===== src/rtl/cmd_dec_pkg.sv =====
package cmd_dec_pkg;

  localparam int ARG_W      = 16;
  localparam int DEC_DIGITS = 5;
  localparam int BCD_W      = 4 * DEC_DIGITS;
  localparam int ACC_W      = ARG_W + 4;
  localparam int MSG_MAX    = DEC_DIGITS + 9;
  localparam int IDX_W      = $clog2(MSG_MAX);

  localparam logic [7:0] CH_LF = 8'h0A;
  localparam logic [7:0] CH_CR = 8'h0D;

  typedef enum logic [1:0] {RS_OK, RS_UC, RS_INV} rsp_code_e;

  typedef struct packed {
    logic [7:0]       letter;
    logic             has_letter;
    logic             has_arg;
    logic [ARG_W-1:0] arg;
    logic             arg_bad;
    logic             too_long;
  } line_t;

  function automatic logic is_digit(input logic [7:0] b);
    return (b >= 8'h30) && (b <= 8'h39);
  endfunction

  // value*10 + digit, wide enough to show overflow past ARG_W bits
  function automatic logic [ACC_W-1:0] acc_dec(input logic [ARG_W-1:0] v,
                                               input logic [7:0] b);
    logic [ACC_W-1:0] d;
    d = ACC_W'(b - 8'h30);
    return (ACC_W'(v) * ACC_W'(10)) + d;
  endfunction

  // shift-and-add-3 binary to packed BCD
  function automatic logic [BCD_W-1:0] to_bcd(input logic [ARG_W-1:0] v);
    logic [BCD_W+ARG_W-1:0] s;
    s = {{BCD_W{1'b0}}, v};
    for (int i = 0; i < ARG_W; i++) begin
      for (int d = 0; d < DEC_DIGITS; d++) begin
        if (s[ARG_W+4*d +: 4] >= 4'd5) s[ARG_W+4*d +: 4] = s[ARG_W+4*d +: 4] + 4'd3;
      end
      s = s << 1;
    end
    return s[BCD_W+ARG_W-1:ARG_W];
  endfunction

  // number of significant decimal digits, at least one
  function automatic logic [2:0] dec_len(input logic [BCD_W-1:0] bcd);
    logic [2:0] n;
    n = 3'd1;
    for (int d = 1; d < DEC_DIGITS; d++) begin
      if (bcd[4*d +: 4] != 4'd0) n = 3'(d + 1);
    end
    return n;
  endfunction

  function automatic logic hhmm_ok(input logic [ARG_W-1:0] v);
    return ((v / ARG_W'(100)) < ARG_W'(24)) && ((v % ARG_W'(100)) < ARG_W'(60));
  endfunction

  function automatic logic [ARG_W-1:0] hhmm_hi(input logic [ARG_W-1:0] v);
    return v / ARG_W'(100);
  endfunction

  function automatic logic [ARG_W-1:0] hhmm_lo(input logic [ARG_W-1:0] v);
    return v % ARG_W'(100);
  endfunction

  function automatic logic [ARG_W-1:0] hhmm_join(input logic [ARG_W-1:0] h,
                                                 input logic [ARG_W-1:0] m);
    return h * ARG_W'(100) + m;
  endfunction

  function automatic logic [IDX_W-1:0] suffix_len(input rsp_code_e c);
    case (c)
      RS_OK:   return IDX_W'(4);
      RS_UC:   return IDX_W'(8);
      default: return IDX_W'(9);
    endcase
  endfunction

  // status text: "=OK\n", "=ERR:UC\n", "=ERR:INV\n"
  function automatic logic [7:0] suffix_char(input rsp_code_e c,
                                             input logic [IDX_W-1:0] j);
    logic [7:0] ch;
    ch = CH_LF;
    if (j == IDX_W'(0)) ch = "=";
    else if (c == RS_OK) begin
      if (j == IDX_W'(1)) ch = "O";
      else if (j == IDX_W'(2)) ch = "K";
    end else begin
      case (j)
        IDX_W'(1): ch = "E";
        IDX_W'(2): ch = "R";
        IDX_W'(3): ch = "R";
        IDX_W'(4): ch = ":";
        IDX_W'(5): ch = (c == RS_UC) ? "U" : "I";
        IDX_W'(6): ch = (c == RS_UC) ? "C" : "N";
        IDX_W'(7): ch = (c == RS_UC) ? CH_LF : "V";
        default:   ch = CH_LF;
      endcase
    end
    return ch;
  endfunction

endpackage


===== src/rtl/cmd_line_asm.sv =====
module cmd_line_asm
  import cmd_dec_pkg::*;
#(
  parameter int MAX_LEN = 8
) (
  input  logic       clk,
  input  logic       rst_n,
  input  logic       rx_valid,
  input  logic [7:0] rx_data,
  input  logic       reply_done,
  output line_t      line_o,
  output logic       line_done,
  output logic       busy
);

  localparam int CNT_W = $clog2(MAX_LEN + 1);
  localparam logic [CNT_W-1:0] CNT_MAX = CNT_W'(MAX_LEN);

  logic [CNT_W-1:0] cnt;
  logic [7:0]       letter;
  logic             has_letter, has_arg, arg_bad, too_long, hold;
  logic [ARG_W-1:0] arg;
  logic [ACC_W-1:0] acc_next;
  logic             accept;

  assign accept   = rx_valid && !hold;
  assign acc_next = acc_dec(arg, rx_data);
  assign busy     = hold;

  always_ff @(posedge clk) begin
    if (!rst_n) begin
      cnt <= '0; letter <= '0; has_letter <= 1'b0; has_arg <= 1'b0;
      arg <= '0; arg_bad <= 1'b0; too_long <= 1'b0; hold <= 1'b0;
      line_done <= 1'b0; line_o <= '0;
    end else begin
      line_done <= 1'b0;
      if (reply_done) hold <= 1'b0;
      if (accept) begin
        if (rx_data == CH_LF) begin
          line_o    <= '{letter: letter, has_letter: has_letter, has_arg: has_arg,
                         arg: arg, arg_bad: arg_bad, too_long: too_long};
          line_done <= 1'b1;
          hold      <= 1'b1;
          cnt <= '0; letter <= '0; has_letter <= 1'b0; has_arg <= 1'b0;
          arg <= '0; arg_bad <= 1'b0; too_long <= 1'b0;
        end else if (rx_data == CH_CR) begin
          // carriage return carries no meaning
        end else if (cnt == CNT_MAX) begin
          too_long <= 1'b1;
        end else begin
          cnt <= cnt + 1'b1;
          if (cnt == '0) begin
            letter     <= rx_data;
            has_letter <= 1'b1;
          end else begin
            has_arg <= 1'b1;
            if (!is_digit(rx_data)) arg_bad <= 1'b1;
            else if (!arg_bad) begin
              if (acc_next > ACC_W'({ARG_W{1'b1}})) arg_bad <= 1'b1;
              else arg <= acc_next[ARG_W-1:0];
            end
          end
        end
      end
    end
  end

  // a line completes as a single pulse, never twice in a row
  p_done_pulse_r10: assert property (@(posedge clk) disable iff (!rst_n)
    line_done |=> !line_done);

  // bytes offered while a line waits for its reply do not complete a line
  p_hold_ignores_r10: assert property (@(posedge clk) disable iff (!rst_n)
    (hold && rx_valid) |=> !line_done);

  // the character count never passes the line limit
  p_len_bound_r8: assert property (@(posedge clk) disable iff (!rst_n)
    cnt <= CNT_MAX);

endmodule


===== src/rtl/cmd_exec.sv =====
module cmd_exec
  import cmd_dec_pkg::*;
#(
  parameter int               HOUR_W     = 5,
  parameter int               MIN_W      = 6,
  parameter int               MODE_W     = 3,
  parameter logic [ARG_W-1:0] PPM_RESET  = 16'd26400,
  parameter logic [3:0]       FLAG_RESET = 4'b1000
) (
  input  logic              clk,
  input  logic              rst_n,
  input  line_t             line_i,
  input  logic              line_done,
  input  logic [HOUR_W-1:0] cur_hours,
  input  logic [MIN_W-1:0]  cur_minutes,
  input  logic [MODE_W-1:0] mode_code,
  output logic [ARG_W-1:0]  ppm_value,
  output logic [3:0]        flags,
  output logic              time_load,
  output logic [HOUR_W-1:0] load_hours,
  output logic [MIN_W-1:0]  load_minutes,
  output logic              rsp_valid,
  output rsp_code_e         rsp_code,
  output logic              rsp_show,
  output logic [ARG_W-1:0]  rsp_num
);

  localparam int NFLAG = 4;

  rsp_code_e        st;
  logic             show, wr_ppm, wr_flag, wr_time;
  logic [ARG_W-1:0] num;
  logic [1:0]       fsel;

  always_comb begin
    st = RS_OK; show = 1'b0; num = '0;
    wr_ppm = 1'b0; wr_flag = 1'b0; wr_time = 1'b0; fsel = 2'd0;
    if (line_i.too_long) st = RS_INV;
    else if (!line_i.has_letter) st = RS_UC;
    else begin
      case (line_i.letter)
        "P": begin
          if (!line_i.has_arg) begin show = 1'b1; num = ppm_value; end
          else if (line_i.arg_bad || line_i.arg == '0) st = RS_INV;
          else wr_ppm = 1'b1;
        end
        "E", "A", "C", "R": begin
          case (line_i.letter)
            "E":     fsel = 2'd0;
            "A":     fsel = 2'd1;
            "C":     fsel = 2'd2;
            default: fsel = 2'd3;
          endcase
          if (!line_i.has_arg) begin show = 1'b1; num = ARG_W'(flags[fsel]); end
          else if (line_i.arg_bad || line_i.arg > ARG_W'(1)) st = RS_INV;
          else wr_flag = 1'b1;
        end
        "T": begin
          if (!line_i.has_arg) begin
            show = 1'b1;
            num  = hhmm_join(ARG_W'(cur_hours), ARG_W'(cur_minutes));
          end else if (line_i.arg_bad || !hhmm_ok(line_i.arg)) st = RS_INV;
          else wr_time = 1'b1;
        end
        "M": begin
          if (!line_i.has_arg) begin show = 1'b1; num = ARG_W'(mode_code); end
          else st = RS_INV;
        end
        default: st = RS_UC;
      endcase
    end
  end

  always_ff @(posedge clk) begin
    if (!rst_n) begin
      ppm_value <= PPM_RESET; time_load <= 1'b0;
      load_hours <= '0; load_minutes <= '0;
      rsp_valid <= 1'b0; rsp_code <= RS_OK; rsp_show <= 1'b0; rsp_num <= '0;
    end else begin
      rsp_valid <= line_done;
      time_load <= line_done && wr_time;
      if (line_done) begin
        rsp_code <= st; rsp_show <= show; rsp_num <= num;
        if (wr_ppm) ppm_value <= line_i.arg;
        if (wr_time) begin
          load_hours   <= HOUR_W'(hhmm_hi(line_i.arg));
          load_minutes <= MIN_W'(hhmm_lo(line_i.arg));
        end
      end
    end
  end

  for (genvar g = 0; g < NFLAG; g++) begin : g_flag
    always_ff @(posedge clk) begin
      if (!rst_n) flags[g] <= FLAG_RESET[g];
      else if (line_done && wr_flag && fsel == 2'(g)) flags[g] <= line_i.arg[0];
    end
  end

  // the calibration value can never be zero
  p_ppm_nonzero_r3: assert property (@(posedge clk) disable iff (!rst_n)
    ppm_value != '0);

  // the calibration value moves only right after a completed line
  p_ppm_write_r2: assert property (@(posedge clk) disable iff (!rst_n)
    !$stable(ppm_value) |-> $past(line_done));

  // a time load always carries a legal hour and minute
  p_time_range_r6: assert property (@(posedge clk) disable iff (!rst_n)
    time_load |-> (load_hours < HOUR_W'(24) && load_minutes < MIN_W'(60)));

  // a time load pulse lasts one cycle
  p_time_pulse_r6: assert property (@(posedge clk) disable iff (!rst_n)
    time_load |=> !time_load);

endmodule


===== src/rtl/cmd_reply_tx.sv =====
module cmd_reply_tx
  import cmd_dec_pkg::*;
(
  input  logic             clk,
  input  logic             rst_n,
  input  logic             rsp_valid,
  input  rsp_code_e        rsp_code,
  input  logic             rsp_show,
  input  logic [ARG_W-1:0] rsp_num,
  input  logic             tx_ready,
  output logic             tx_valid,
  output logic [7:0]       tx_data,
  output logic             reply_done
);

  logic             active, show_q;
  rsp_code_e        code_q;
  logic [BCD_W-1:0] bcd_q;
  logic [2:0]       ndig_q;
  logic [IDX_W-1:0] idx, pre, last_idx;
  logic [BCD_W-1:0] shifted;

  assign pre        = show_q ? IDX_W'(ndig_q) : '0;
  assign last_idx   = pre + suffix_len(code_q) - 1'b1;
  assign tx_valid   = active;
  assign reply_done = active && tx_ready && (idx == last_idx);
  assign shifted    = bcd_q >> (4 * (int'(ndig_q) - 1 - int'(idx)));

  always_comb begin
    if (idx < pre) tx_data = 8'h30 + {4'd0, shifted[3:0]};
    else           tx_data = suffix_char(code_q, idx - pre);
  end

  always_ff @(posedge clk) begin
    if (!rst_n) begin
      active <= 1'b0; show_q <= 1'b0; code_q <= RS_OK;
      bcd_q <= '0; ndig_q <= 3'd1; idx <= '0;
    end else if (rsp_valid) begin
      active <= 1'b1;
      idx    <= '0;
      show_q <= rsp_show;
      code_q <= rsp_code;
      bcd_q  <= to_bcd(rsp_num);
      ndig_q <= dec_len(to_bcd(rsp_num));
    end else if (active && tx_ready) begin
      if (idx == last_idx) active <= 1'b0;
      else idx <= idx + 1'b1;
    end
  end

  // a stalled byte stays put until the transmitter takes it
  p_tx_hold_r11: assert property (@(posedge clk) disable iff (!rst_n)
    (tx_valid && !tx_ready) |=> (tx_valid && $stable(tx_data)));

  // a decoded line is always followed by a valid reply byte
  p_reply_starts_r11: assert property (@(posedge clk) disable iff (!rst_n)
    rsp_valid |=> tx_valid);

  // a new reply never arrives while one is still streaming
  p_no_overlap_r10: assert property (@(posedge clk) disable iff (!rst_n)
    rsp_valid |-> !active);

endmodule


===== src/rtl/serial_cmd_decoder.sv =====
module serial_cmd_decoder
  import cmd_dec_pkg::*;
#(
  parameter int               MAX_LEN   = 8,
  parameter int               HOUR_W    = 5,
  parameter int               MIN_W     = 6,
  parameter int               MODE_W    = 3,
  parameter logic [ARG_W-1:0] PPM_RESET = 16'd26400
) (
  input  logic              clk,
  input  logic              rst_n,
  input  logic              rx_valid,
  input  logic [7:0]        rx_data,
  input  logic              tx_ready,
  output logic              tx_valid,
  output logic [7:0]        tx_data,
  input  logic [HOUR_W-1:0] cur_hours,
  input  logic [MIN_W-1:0]  cur_minutes,
  input  logic [MODE_W-1:0] mode_code,
  output logic [ARG_W-1:0]  ppm_value,
  output logic              echo_en,
  output logic              auto_send_en,
  output logic              charset_alt,
  output logic              run_en,
  output logic              time_load,
  output logic [HOUR_W-1:0] load_hours,
  output logic [MIN_W-1:0]  load_minutes
);

  line_t            line_w;
  logic             line_done_w, busy_w, reply_done_w, rsp_valid_w, rsp_show_w;
  rsp_code_e        rsp_code_w;
  logic [ARG_W-1:0] rsp_num_w;
  logic [3:0]       flags_w;

  cmd_line_asm #(.MAX_LEN(MAX_LEN)) u_asm (
    .clk(clk), .rst_n(rst_n), .rx_valid(rx_valid), .rx_data(rx_data),
    .reply_done(reply_done_w), .line_o(line_w), .line_done(line_done_w),
    .busy(busy_w)
  );

  cmd_exec #(.HOUR_W(HOUR_W), .MIN_W(MIN_W), .MODE_W(MODE_W),
             .PPM_RESET(PPM_RESET), .FLAG_RESET(4'b1000)) u_exec (
    .clk(clk), .rst_n(rst_n), .line_i(line_w), .line_done(line_done_w),
    .cur_hours(cur_hours), .cur_minutes(cur_minutes), .mode_code(mode_code),
    .ppm_value(ppm_value), .flags(flags_w), .time_load(time_load),
    .load_hours(load_hours), .load_minutes(load_minutes),
    .rsp_valid(rsp_valid_w), .rsp_code(rsp_code_w), .rsp_show(rsp_show_w),
    .rsp_num(rsp_num_w)
  );

  cmd_reply_tx u_tx (
    .clk(clk), .rst_n(rst_n), .rsp_valid(rsp_valid_w), .rsp_code(rsp_code_w),
    .rsp_show(rsp_show_w), .rsp_num(rsp_num_w), .tx_ready(tx_ready),
    .tx_valid(tx_valid), .tx_data(tx_data), .reply_done(reply_done_w)
  );

  assign echo_en      = flags_w[0];
  assign auto_send_en = flags_w[1];
  assign charset_alt  = flags_w[2];
  assign run_en       = flags_w[3];

  // the line stage stays blocked for the whole of a reply
  p_busy_covers_reply_r10: assert property (@(posedge clk) disable iff (!rst_n)
    tx_valid |-> busy_w);

endmodule


===== config.mk =====
export PLATFORM = sky130hd
export DESIGN_NAME = serial_cmd_decoder
export DESIGN_NICKNAME = d
export VERILOG_FILES = /design/src/rtl/cmd_dec_pkg.sv /design/src/rtl/cmd_line_asm.sv /design/src/rtl/cmd_exec.sv /design/src/rtl/cmd_reply_tx.sv /design/src/rtl/serial_cmd_decoder.sv
export SDC_FILE = /design/constraint.sdc
export NUM_CORES = 1
export LEC_CHECK = 0
export ABC_CLOCK_PERIOD_IN_PS = 35400
export BUFFER_PORTS_ARGS = -buffer_cell sky130_fd_sc_hd__buf_2
export CELL_PAD_IN_SITES_DETAIL_PLACEMENT = 0
export CELL_PAD_IN_SITES_GLOBAL_PLACEMENT = 1
export CORE_AREA = 2 2 177 179
export DETAILED_ROUTE_END_ITERATION = 8
export DIE_AREA = 0 0 179 181
export PLACE_DENSITY = 0.89
export RECOVER_POWER = 100
export SYNTH_ARGS = -nofsm -noshare
export SYNTH_HDL_FRONTEND = slang
export SYNTH_SLANG_ARGS = --single-unit
export TNS_END_PERCENT = 20

===== constraint.sdc =====
create_clock -name clk -period 35.4 [get_ports clk]
set_clock_uncertainty 0.15 [all_clocks]
set_input_delay 3.54 -clock clk [delete_from_list [all_inputs] [get_ports clk]]
set_output_delay 3.54 -clock clk [all_outputs]
set_load 0.1 [all_outputs]

==> metrics.csv, run 1 <==
stage;metric;value;unit
run_status;status;finished with violations;
run_status;violated checks;capacitance limit, slew limit;
clock_network;number of CTS-inserted buffers;17;
clock_network;Root Driver;clkbuf_16;
clock_network;Post-CTS Hold Fix Bufs;0;
timing;FMAX;55.2;MHz
min_path;critical hold path startpoint;u_asm.letter[7];
clock_network;clk buf depth;2;
cells_and_area;post-route design area;0.0167;mm2
timing;period utilization;0.512;
die;die width;179;um
die;Starting Density;0.513;
routing;vias per cell;5.93;
yosys;post-synthesis async set-or-reset flop share;0;
timing;setup violators final;0;
critical_path;slowest CP cell;a211oi_1;
die;IO Pins;67;
grt;Tot GR Track Use;0.240;
routing;wire per inst;15.7;um
die;Die H;181;um
critical_path;WP data required;35.58;ns
cells_and_area;layout cells sized above 1;0.0794;
critical_path;worst reg2reg path endpoint;u_tx.ndig_q[1];
critical_path;crit path DAT;18.30;ns
clock_network;CTS sink count;145;
clock_network;Clock transition at path regs;0.08;ns
critical_path;worst r2r src;u_exec.rsp_num[13];
timing;RSZ-0062 raised after global routing;false;
min_path;worst hold path class;flip-flop to flip-flop;
die;std cell rows;64;
die;core area;0.0303;mm2
cells_and_area;Layout area overhead;6.92;%
grt;initial antenna violation count;0;
yosys;Post-Synthesis Cells;2009;
critical_path;FF-to-FF path depth;81;
grt;largest net degree at the start of global routing;109;
min_path;Hold Crit Depth;2;
flow_run;maxcap violations;1;
clock_network;TritonCTS clock tree;built;
clock_network;post-cts resize count;0;
critical_path;most frequent CP cell;ha_1;
placed_design;Buffers on Ports;65;
critical_path;max incr delay on CP;0.76;ns
grt;vias in the first global route;13900;
timing;Final TNS setup;0;ns
grt;GRT overflow;0;
yosys;Seq/Total Area, Yosys;0.186;
min_path;Hold Path Sink;u_asm.line_o[27];
placed_design;Post-DP Area;0.0162;mm2
yosys;flop and latch count out of synthesis;145;
yosys;Avg Synthesized Cell Area;7.75;um2
yosys;EDFF count, synth;0;
yosys;ys flop type;dfxtp_1;
power;LEAKAGE;7.02;nW
placed_design;routability congestion estimate from global placement;0.885;
cells_and_area;Diodes inserted;0;
routing;DRT antenna net count;0;
critical_path;CP startpoint;u_exec.rsp_num[13];
routing;via count;14500;
timing;Slew HR;-2.24;
yosys;Yosys cell types;121;
cells_and_area;fin nets;2223;
routing;drt drc;0;
placed_design;dpl cells;2404;
power;Max VDD drop;0.0265;mV
routing;Iteration-0 DRC Markers;852;
power;Pwr Density;22.8;mW/mm2
critical_path;R2R Setup Slk;17.28;ns
yosys;Net Count, Synth;2205;
placed_design;post-DP HPWL;29.6;mm
timing;final critical-path required period;18.12;ns
clock_network;CTS H-tree depth;4;
clock_network;setup repair bufs after CTS;0;
cells_and_area;Final Non-Filler Cells;2436;
timing;Worst-Margin Slew;4.86;ns
critical_path;critical path type;flip-flop to flip-flop;
die;Die ar.;0.0324;mm2
timing;Final Hold Fails;0;
critical_path;crit path launch type;flip-flop;
clock_network;worst skew pair latency;0.44;ns
critical_path;worst-path maximum fanout;9;
grt;first-pass GRT wire length;65.6;mm
routing;WL final;38.3;mm
routing;drt pass-1 iters;5;
yosys;Ys Warns;0;
power;Pwr Total;0.379;mW
timing;Max Slew Vio Count;109;
yosys;synthesized area;0.0156;mm2
critical_path;Crit. End Element;flip-flop;
-- routing by layer --
metal,vias to the layer above,GRT usage,share of wire
li1,7392,-,-
met1,6857,0.301,0.46
met2,177,0.435,0.51
met3,29,0.0267,0.024
met4,0,0.0507,0.011
met5,-,0,0
-- worst max-delay path by stage --
stage,end,slack [ns],depth (start not counted)
6_report,u_tx.ndig_q[1],17.28,81
5_1_grt,u_tx.ndig_q[1],15.36,81
4_1_cts,u_tx.ndig_q[0],18.13,81
3_5_place_dp,u_tx.ndig_q[0],18.20,81
3_3_place_gp,u_tx.ndig_q[0],19.04,82
2_1_floorplan,u_tx.ndig_q[0],20.28,84
-- power breakdown --
part | internal [mW] | switching [mW] | leakage (nW)
Combinational | 0.0102 | 0.0171 | 5.56
Sequential | 0.164 | 0.000844 | 1.17
Clock | 0.0961 | 0.0906 | 0.293
Total | 0.270 | 0.109 | 7.02
-- worst max-delay path, delay by kind of cell, from the launching register on --
family                   cells  cell delay (ns)
AO/OA/AOI/OAI               19             5.39
AND/OR/NAND/NOR             30             5.36
adder cells (fa/ha/maj)     15             3.58
XOR/XNOR                     5             1.28
buffers and inverters        9             0.92
multiplexers                 3             0.80
flip-flops                   1             0.50
-- sequential cells by signal, summed over array words and instances, names as in the netlist, 2 cells and up --
name and cells:
u_exec.load_minutes 6, u_exec.ppm_value 16, u_exec.rsp_code 2, u_tx.bcd_q 20, u_asm.letter 8, u_tx.idx 4, u_tx.code_q 2, u_exec.flags 4
u_asm.line_o 28, u_asm.cnt 4, u_exec.rsp_num 16, u_exec.load_hours 5, u_tx.ndig_q 3, u_asm.arg 16
-- kinds of logic after synthesis --
group,count (synthesis),share of synthesized area
AND/OR/NAND/NOR,716,0.229
AO/OA/AOI/OAI,551,0.253
buffers and inverters,209,0.0524
adder cells (fa/ha/maj),173,0.142
flip-flops,145,0.186
multiplexers,122,0.0853
XOR/XNOR,92,0.0522
other,1,0.000241
-- Yosys cell counts, types with 9 or more instances --
cell	instances	area, um2
nand2_1	193	724
nor2_1	187	702
ha_1	163	2040
a21oi_1	155	776
dfxtp_1	145	2900
inv_1	130	488
mux2i_1	87	871
xnor2_1	67	587
o21ai_0	53	265
clkbuf_1	47	176
nand3_1	43	215
nor3_1	40	200
nand2b_1	39	244
nand4_1	36	225
nor2b_1	34	213
a21o_1	31	233
xor2_1	24	210
mux2_2	23	259
a211oi_1	22	165
a31oi_1	22	138
o211ai_1	21	158
and3_1	19	119
o21bai_1	19	143
o31ai_1	17	128
or2_2	17	106
or3_1	17	106
and2_1	15	93.8
o21a_1	15	113
o211a_1	14	140
o22ai_1	14	87.6
buf_2	13	65.1
nor4_1	13	81.3
a222oi_1	12	120
a22oi_1	11	82.6
o21ai_1	11	55.1
buf_1	10	37.5
a211o_1	9	78.8
-- cell type report --
class,count,area (um2)
fill,2926,13700
multi-input combinational,1655,11800
sequential,145,2900
inverter,136,512
tap,396,495
clock buffer,17,425
timing repair buffer,72,310
clock inverter,15,185
-- metrics by stage --
| step | hold slack, ns | utilization | setup WS [ns] |
|---|---|---|---|
| floorplan | 0.282 | - | 20.28 |
| detailed placement | 0.298 | 0.532 | 18.20 |
| finish | 0.306 | 0.549 | 17.28 |
| CTS | 0.310 | 0.552 | 18.13 |
| global placement | 0.290 | 0.532 | 19.04 |
| global route | 0.328 | 0.549 | 15.36 |
-- placed cells by master (no fill, tap or decap), types with 17 or more instances in the layout --
| cell type | instances |
|---|---|
| nand2_1 | 193 |
| nor2_1 | 187 |
| ha_1 | 163 |
| a21oi_1 | 158 |
| dfxtp_1 | 145 |
| inv_1 | 131 |
| mux2i_1 | 87 |
| xnor2_1 | 68 |
| o21ai_0 | 55 |
| clkbuf_1 | 48 |
| nand3_1 | 43 |
| nor3_1 | 40 |
| nand2b_1 | 39 |
| nand4_1 | 36 |
| nor2b_1 | 34 |
| a21o_1 | 31 |
| xor2_1 | 24 |
| a211oi_1 | 24 |
| a31oi_1 | 22 |
| o211ai_1 | 21 |
| mux2_2 | 21 |
| buf_2 | 20 |
| and3_1 | 19 |
| o21bai_1 | 19 |
| or3_1 | 17 |
| or2_2 | 17 |
| o31ai_1 | 17 |
| clkbuf_16 | 17 |
Note: power is estimated with default switching activity, not from simulation.
==> run 2, diff against run 1 <==
--- a/config.mk
+++ b/config.mk
@@ -5,14 +5,14 @@
 export SDC_FILE = /design/constraint.sdc
 export NUM_CORES = 1
 export LEC_CHECK = 0
-export ABC_CLOCK_PERIOD_IN_PS = 35400
+export ABC_CLOCK_PERIOD_IN_PS = 17800
 export BUFFER_PORTS_ARGS = -buffer_cell sky130_fd_sc_hd__buf_2
 export CELL_PAD_IN_SITES_DETAIL_PLACEMENT = 0
 export CELL_PAD_IN_SITES_GLOBAL_PLACEMENT = 1
-export CORE_AREA = 2 2 177 179
+export CORE_AREA = 2 2 184 186
 export DETAILED_ROUTE_END_ITERATION = 8
-export DIE_AREA = 0 0 179 181
-export PLACE_DENSITY = 0.89
+export DIE_AREA = 0 0 186 188
+export PLACE_DENSITY = 0.83
 export RECOVER_POWER = 100
 export SYNTH_ARGS = -nofsm -noshare
 export SYNTH_HDL_FRONTEND = slang
==> constraint.sdc (replaced) <==
create_clock -name clk -period 17.8 [get_ports clk]
set_clock_uncertainty 0.15 [all_clocks]
set_input_delay 1.78 -clock clk [delete_from_list [all_inputs] [get_ports clk]]
set_output_delay 1.78 -clock clk [all_outputs]
set_load 0.1 [all_outputs]
==> run 2 against run 1 <==
The flow still finishes with violations (capacitance limit, slew limit). Sequential share of layout area fell by 0.19 points. Sequential power grew 99%. Via count rose by 0.17%. Setup slack got worse by 16 ns. Cell count rose by 2.3%. Global-route usage shrank 1.5 points. Die area rose by 7.9%. Final area up 1.1%. Clock power up 94%. Non-clock buffer count up 3. First-iteration DRC count is 1.5% lower. Largest power group unchanged.
==> metrics.csv, run 2 (same netlist as run 1, synthesis figures left out) <==
stage;metric;value;unit
routing;WL final;39.1;mm
critical_path;Crit. End Element;flip-flop;
die;IO Pins;67;
routing;DRT antenna net count;0;
placed_design;Post-DP Area;0.0162;mm2
run_status;violated checks;capacitance limit, slew limit;
cells_and_area;layout cells sized above 1;0.0920;
flow_run;maxcap violations;1;
clock_network;CTS H-tree depth;4;
timing;Max Slew Vio Count;77;
routing;wire per inst;15.7;um
routing;via count;14500;
timing;final critical-path required period;16.35;ns
clock_network;Post-CTS Hold Fix Bufs;0;
clock_network;worst skew pair latency;0.45;ns
placed_design;routability congestion estimate from global placement;0.888;
timing;Final Hold Fails;0;
timing;Worst-Margin Slew;3.31;ns
die;Die ar.;0.0350;mm2
critical_path;crit path DAT;16.54;ns
die;Starting Density;0.470;
timing;hold_ws;0.307;ns
routing;drt drc;0;
grt;initial antenna violation count;0;
timing;period utilization;0.918;
critical_path;worst-path maximum fanout;9;
clock_network;clk buf depth;2;
placed_design;Buffers on Ports;65;
cells_and_area;post-route design area;0.0168;mm2
power;Pwr Total;0.744;mW
power;LEAKAGE;7.07;nW
clock_network;Clock transition at path regs;0.07;ns
die;core area;0.0331;mm2
run_status;status;finished with violations;
die;std cell rows;67;
routing;Iteration-0 DRC Markers;839;
critical_path;slowest CP cell;dfxtp_1;
critical_path;WP data required;17.99;ns
power;Pwr Density;44.1;mW/mm2
critical_path;most frequent CP cell;ha_1;
die;Die H;188;um
cells_and_area;max FFs per register;28;
timing;Final TNS setup;0;ns
grt;first-pass GRT wire length;65.2;mm
grt;vias in the first global route;13600;
cells_and_area;Largest Register;u_asm.line_o;
routing;vias per cell;5.81;
critical_path;max incr delay on CP;0.40;ns
die;die width;186;um
timing;FMAX;61.2;MHz
cells_and_area;most common cell after layout, fill and taps aside;nand2_1;
timing;Slew HR;-1.21;
power;Max VDD drop;0.0586;mV
timing;setup violators final;0;
timing;RSZ-0062 raised after global routing;false;
cells_and_area;fin nets;2226;
routing;drt pass-1 iters;5;
cells_and_area;commonest cells after routing, fill and taps aside;nand2_1 (193), nor2_1 (187), ha_1 (162);
clock_network;Root Driver;clkbuf_16;
critical_path;crit path launch type;flip-flop;
clock_network;TritonCTS clock tree;built;
clock_network;number of CTS-inserted buffers;17;
min_path;worst hold path class;flip-flop to flip-flop;
clock_network;CTS sink count;145;
cells_and_area;Layout area overhead;8.12;%
critical_path;critical path type;flip-flop to flip-flop;
cells_and_area;Final Util;0.509;
grt;largest net degree at the start of global routing;77;
grt;GRT overflow;0;
placed_design;post-DP HPWL;30.3;mm
cells_and_area;largest registers;u_asm.line_o: 28 flops, u_tx.bcd_q: 20 flops;
grt;Tot GR Track Use;0.224;
## run 2: changes by cell type in the layout (fill, tap and decap cells not counted), moves of 3 or more
cell and delta:
a21oi_1 -3, and2_0 -3, xnor2_1 -5, a21oi_2 +3
and2_1 +3, xnor2_2 +5, inv_6 +3, a211oi_1 -3
clkinv_8 -4
## run 2: area by class of cell
type | instances | area, um2
Clock buffer | 17 | 425
Fill cell | 3179 | 16300
Sequential cell | 145 | 2900
Tap cell | 448 | 561
Inverter | 136 | 513
Clock inverter | 15 | 164
Multi-Input combinational cell | 1655 | 11900
Timing Repair Buffer | 75 | 330
Antenna cell | 1 | 2.50
## run 2: per-layer routing
layer	vias to the layer above	part of all wire	track usage
li1	7405	-	-
met1	6805	0.45	0.280
met2	228	0.50	0.402
met3	42	0.032	0.0307
met4	0	0.014	0.0533
met5	-	0	0
## run 2: worst paths after layout
check	cells past startpoint	from	endpoint	slack, ns
max	87	u_exec.rsp_num[14]	u_tx.ndig_q[1]	1.45
min	2	u_asm.letter[6]	u_asm.letter[6]	0.31
max reg2reg	87	u_exec.rsp_num[14]	u_tx.ndig_q[1]	1.45
min reg2reg	2	u_asm.letter[6]	u_asm.letter[6]	0.31
## run 2: worst max-delay path: cells and delay by family (launching register included)
kind                       cells  cell delay, ns
muxes                          2            0.45
DFF                            1            0.40
and+or+nand+nor               31            4.76
AOI/OAI and AO/OA             22            5.14
xor gates and xnor gates       4            0.93
buffers and inverters         12            0.99
adders and majority gates     16            3.37
## run 2: through the flow
stage | setup WS [ns] | std cells
2_1_floorplan | 2.68 | 2009
3_3_place_gp | 1.39 | 2456
3_5_place_dp | 0.680 | 2456
4_1_cts | 0.594 | 2488
5_1_grt | 0.0168 | 2491
6_report | 1.45 | 2492
## run 2: report_power, final
group / leakage, nW / switching (mW) / internal [mW]
registers: 1.17 / 0.00165 / 0.327
clock network: 0.286 / 0.163 / 0.199
logic: 5.61 / 0.0332 / 0.0203
total: 7.07 / 0.198 / 0.546
## run 2: what timing repair did
action	4_1_cts	5_1_grt
hold endpoints to repair	0	0
gates resized for setup	0	14
setup buffers	0	3
setup endpoints to repair	0	16
